--- config.mk ---
export PLATFORM = sky130hd
export DESIGN_NAME = adc_window_det
export DESIGN_NICKNAME = d
export VERILOG_FILES = /design/src/rtl/adc_win_pkg.sv /design/src/rtl/adc_win_regs.sv /design/src/rtl/adc_win_cmp.sv /design/src/rtl/adc_window_det.sv
export SDC_FILE = /design/constraint.sdc
export NUM_CORES = 1
export LEC_CHECK = 0
export BUFFER_PORTS_ARGS = -buffer_cell sky130_fd_sc_hd__buf_2
export CORE_ASPECT_RATIO = 1.5
export CORE_MARGIN = 3
export CORE_UTILIZATION = 35
export CTS_CLUSTER_DIAMETER = 150
export CTS_CLUSTER_SIZE = 12
export DETAILED_ROUTE_END_ITERATION = 8
export MAX_ROUTING_LAYER = met4
export PLACE_DENSITY_LB_ADDON = 0.12
export SYNTH_ARGS = -nofsm -noshare
export SYNTH_HDL_FRONTEND = slang
export SYNTH_HIERARCHICAL = 1
export SYNTH_SLANG_ARGS = --single-unit
--- constraint.sdc ---
create_clock -name clk -period 1.75 [get_ports clk]
set_input_delay 0.2625 -clock clk [delete_from_list [all_inputs] [get_ports clk]]
set_output_delay 0.2625 -clock clk [all_outputs]
set_load 0.01 [all_outputs]
--- src/rtl/adc_win_pkg.sv ---
package adc_win_pkg;

    // Which detection the current limit ordering selects
    typedef enum logic [1:0] {
        WIN_NONE    = 2'd0,
        WIN_INSIDE  = 2'd1,
        WIN_OUTSIDE = 2'd2
    } win_mode_e;

endpackage

--- src/rtl/adc_win_regs.sv ---
module adc_win_regs #(
    parameter int DATA_W = 16,
    parameter int BYTE_W = 8,
    localparam int NBYTES = DATA_W / BYTE_W,
    localparam int ADDR_W = $clog2(2 * NBYTES)
) (
    input  logic              clk,
    input  logic              rst_n,
    input  logic              wr_en,
    input  logic [ADDR_W-1:0] addr,
    input  logic [BYTE_W-1:0] wdata,
    output logic [BYTE_W-1:0] rdata,
    output logic [DATA_W-1:0] above,
    output logic [DATA_W-1:0] below
);

    typedef struct packed {
        logic [NBYTES-1:0][BYTE_W-1:0] below;
        logic [NBYTES-1:0][BYTE_W-1:0] above;
    } bank_t;

    bank_t bank_d, bank_q;

    always_comb begin
        bank_d = bank_q;
        if (wr_en) begin
            for (int b = 0; b < NBYTES; b++) begin
                if (addr == ADDR_W'(b))
                    bank_d.above[b] = wdata;
                if (addr == ADDR_W'(NBYTES + b))
                    bank_d.below[b] = wdata;
            end
        end
    end

    always_ff @(posedge clk or negedge rst_n) begin
        if (!rst_n)
            bank_q <= '0;
        else
            bank_q <= bank_d;
    end

    // Flat byte view for readback: above bytes first, then below bytes
    logic [2*NBYTES-1:0][BYTE_W-1:0] lanes;

    for (genvar g = 0; g < NBYTES; g++) begin : g_lane
        assign lanes[g]          = bank_q.above[g];
        assign lanes[NBYTES + g] = bank_q.below[g];
    end

    assign rdata = lanes[addr];
    assign above = bank_q.above;
    assign below = bank_q.below;

endmodule

--- src/rtl/adc_win_cmp.sv ---
module adc_win_cmp
    import adc_win_pkg::*;
#(
    parameter int DATA_W = 16
) (
    input  logic [DATA_W-1:0] word,
    input  logic [DATA_W-1:0] above,
    input  logic [DATA_W-1:0] below,
    output logic              hit
);

    win_mode_e mode;
    logic      over_above;
    logic      under_below;

    always_comb begin
        if (below > above)
            mode = WIN_INSIDE;
        else if (above > below)
            mode = WIN_OUTSIDE;
        else
            mode = WIN_NONE;

        over_above  = word > above;
        under_below = word < below;

        unique case (mode)
            WIN_INSIDE:  hit = over_above && under_below;
            WIN_OUTSIDE: hit = over_above || under_below;
            default:     hit = 1'b0;
        endcase
    end

endmodule

--- src/rtl/adc_window_det.sv ---
module adc_window_det #(
    parameter int DATA_W = 16,
    parameter int BYTE_W = 8,
    localparam int NBYTES = DATA_W / BYTE_W,
    localparam int ADDR_W = $clog2(2 * NBYTES)
) (
    input  logic              clk,
    input  logic              rst_n,
    input  logic              reg_wr_en,
    input  logic [ADDR_W-1:0] reg_addr,
    input  logic [BYTE_W-1:0] reg_wdata,
    output logic [BYTE_W-1:0] reg_rdata,
    input  logic              conv_valid,
    input  logic [DATA_W-1:0] conv_word,
    input  logic              flag_clr,
    output logic              win_flag
);

    typedef struct packed {
        logic flag;
    } det_state_t;

    det_state_t st_d, st_q;

    logic [DATA_W-1:0] above_q;
    logic [DATA_W-1:0] below_q;
    logic              cmp_hit;

    adc_win_regs #(
        .DATA_W (DATA_W),
        .BYTE_W (BYTE_W)
    ) u_regs (
        .clk   (clk),
        .rst_n (rst_n),
        .wr_en (reg_wr_en),
        .addr  (reg_addr),
        .wdata (reg_wdata),
        .rdata (reg_rdata),
        .above (above_q),
        .below (below_q)
    );

    // Uses the limits held before any write in this cycle
    adc_win_cmp #(
        .DATA_W (DATA_W)
    ) u_cmp (
        .word  (conv_word),
        .above (above_q),
        .below (below_q),
        .hit   (cmp_hit)
    );

    always_comb begin
        st_d = st_q;
        if (flag_clr)
            st_d.flag = 1'b0;
        if (conv_valid && cmp_hit)
            st_d.flag = 1'b1;
    end

    always_ff @(posedge clk or negedge rst_n) begin
        if (!rst_n)
            st_q <= '0;
        else
            st_q <= st_d;
    end

    assign win_flag = st_q.flag;

endmodule

==> results.cfg <==
[status]
status = finished with violations
violations = hold timing, setup timing

[logic_synthesis]
ys_ff_latch = 33
syn-cell-area_mm2 = 0.00266
ys_seq_area_share_pct = 31.0
avgSynthCellArea_um2 = 11.5
yosysTopAreaCell = dfrtp_1
synthTopCellsByArea = dfrtp_1 31%, ha_1 22%, mux2_2 14%, inv_1 4.8%, mux4_2 4.2%
ys_warn_count = 6
synth_cells = 231
synth.distinct_cells = 34
synthesis.nets = 309
synth_top_area_share_pct = 31.0

[worst_setup_path]
crit_fanout = 2
critical_path_required_ns = 1.97
arrival_ns = 2.32
end_kind = flop
slowest_delay_ns = 0.37
critPathKind = reg2reg
start_kind = flop
crit_slowest_cell = dfrtp_1
worstPathCellList = inv_1 -> ha_1 -> a21o_1 -> nand3_2 -> a21oi_1 -> a2111oi_4 -> nand4_1 -> a311oi_2 -> nand2_1 -> o21ai_2

[sta]
rsz0062_at_grt = yes
setup_viol = 1
whs_ns = -0.00305
hold_violations = 5
relSlewSlack_pct = 71.1
finalCriticalPeriod_ns = 2.10
setup_tns_ns = -0.353
period_share_pct = 120
fin_skew_ns = 0.00793
fmax_mhz = 476
drv_slew = 0
tightest_slew_ns = 0.434
worst_slack_ns = -0.353

[global_route]
antenna_found_initial = 0
grt.total_usage_pct = 17.3
grt_pass1_vias = 2297
grt_pass1_wl_um = 11400
grt_max_degree = 34
grt_overflow = 0

[floorplanning]
rows = 38
core_area_mm2 = 0.00732
die_area_mm2 = 0.00870
die_width_um = 77.2
die_h_um = 113
io_pins = 40
initial_core_util_pct = 36.3

[route]
ant_nets = 0
finalWirelength_um = 6730
drc = 0
detail_route.wl_per_cell_um = 15.8
dr.pass1.iters = 4
drtIter0Drc = 40
via_count = 2081
vias_per_cell = 4.90

[clock_tree]
clockBufferDepth = 2
htreeDepth = 2
ctsHoldBuffers = 0
clkSlewWorstSetupHoldPaths_ns = 0.07
cts_root_buffer = clkbuf_8
cts_tree = yes
clock_latency_ns = 0.28
cts_buffers = 5
cts_sinks = 33

[min_path]
min_path_type = in2async

[pwr]
power_density_mw_per_mm2 = 919
ir_worst_vdd_v = 0.000500
power.leakage_uw = 0.00176

[finish]
nNetsFinal = 402
regArea_um2 = 827
multi_input_area_mm2 = 0.00171
fillers = 762
antenna_cells = 0
synthToLayoutAreaGrowth_pct = 31.4
layout-drive-gt1-share_pct = 48.6
final_util_pct = 47.7

[placement]
gp_congestion = 0.788
io_buffers = 39
hpwlAfterDp_um = 5680

[job]
drv_cap = 0
==> cells in the mapped netlist, drive strengths merged <==
| cell | n |
|---|---|
| or4 | 2 |
| a211oi | 2 |
| and4 | 2 |
| nand3 | 5 |
| nor2 | 1 |
| nor3b | 1 |
| mux2 | 32 |
| or3 | 1 |
| a2111o | 1 |
| buf | 2 |
| a22oi | 1 |
| o211ai | 3 |
| nor2b | 3 |
| a311oi | 1 |
| inv | 34 |
| a21o | 7 |
| a221oi | 1 |
| nand2 | 8 |
| a2111oi | 1 |
| nand3b | 2 |
| o21ai | 4 |
| ha | 47 |
| nand4 | 10 |
| nand2b | 1 |
| mux4 | 8 |
| a21oi | 18 |
| dfrtp | 33 |
==> worst max-delay path, delay by kind of cell, from the launching register on <==
family | cells | cell delay, ns
buf+inv | 1 | 0.07
compound gates | 5 | 0.96
simple gates | 3 | 0.32
fa+ha+maj | 1 | 0.31
flops | 1 | 0.37
==> power breakdown <==
part	switching, µW	internal, µW
Combinational	731	905
Sequential	118	914
Clock	270	275
==> placed cells by master (no fill, tap or decap), types with 3 or more instances in the layout <==
cell type  instances
inv_1             33
mux2_2            32
buf_2             33
nand2_1            7
a21oi_1           15
a21o_1             7
a21oi_2            3
clkbuf_8           5
nor2b_1            3
buf_4             43
dfrtp_1           32
nand4_1            9
buf_6             12
ha_1              45
mux4_2             8
nand3_1            3
==> cells by family (layout without fill, tap and decap cells) <==
logic type               Yosys count  in the layout  synth area share [%]
adder cells (fa/ha/maj)           47             47                  22.1
multiplexers                      40             40                  20.7
AO/OA/AOI/OAI                     39             39                  10.8
AND/OR/NAND/NOR                   36             36                  9.69
buffers and inverters             36            130                  5.64
flip-flops                        33             33                  31.0
==> sequential cells by signal (all words and copies together) (netlist names) <==
register      flops
u_regs/above     16
u_regs/below     16
win_flag          1
==> what timing repair did <==
action / 4_1_cts / 5_1_grt
setup buffers: 3 / 6
setup endpoints to repair: 5 / 7
gates resized for setup: 12 / 12
pin swaps: 4 / 1
==> area by class of cell <==
| class | count | share of cell area (%) |
|---|---|---|
| inverter | 34 | 3.65 |
| sequential | 33 | 23.7 |
| clock inverter | 2 | 0.286 |
| clock buffer | 6 | 2.08 |
| tap | 100 | 3.58 |
| multi-input combinational | 162 | 48.9 |
| timing repair buffer | 88 | 17.8 |
==> worst paths after layout <==
| kind | start | slack, ns | cells after the start | end |
|---|---|---|---|---|
| worst max register to register | u_regs/below[5] | -0.35 | 10 | win_flag |
| max in group asynchronous | rst_n | 1.41 | 2 | u_regs/above[9] |
| min in group clk | flag_clr | 0.14 | 2 | win_flag |
| worst max-delay path | u_regs/below[5] | -0.35 | 10 | win_flag |
| worst min register to register | win_flag | 0.53 | 2 | win_flag |
| worst min-delay path | rst_n | -0.003 | 2 | win_flag |
==> metrics by stage <==
stage               total power [µW]  setup slack [ns]  cells  instance area [µm²]
global placement                2550            -0.411    416                 3320
floorplan                       1890            -0.153    231                 2660
global route                    3500            -0.450    425                 3500
detailed placement              2580            -0.436    416                 3320
CTS                             3210            -0.352    425                 3440
finish                          3210            -0.353    425                 3500
==> per-layer routing <==
| layer | vias to the layer above | GRT usage (%) | wire length (µm) |
|---|---|---|---|
| met1 | 997 | 21.3 | 2960 |
| met5 | - | - | 0 |
| li1 | 1042 | - | - |
| met2 | 32 | 29.5 | 3460 |
| met4 | 0 | 5.82 | 138 |
| met3 | 10 | 1.59 | 168 |
No activity file was read; power rests on OpenSTA's default activity.
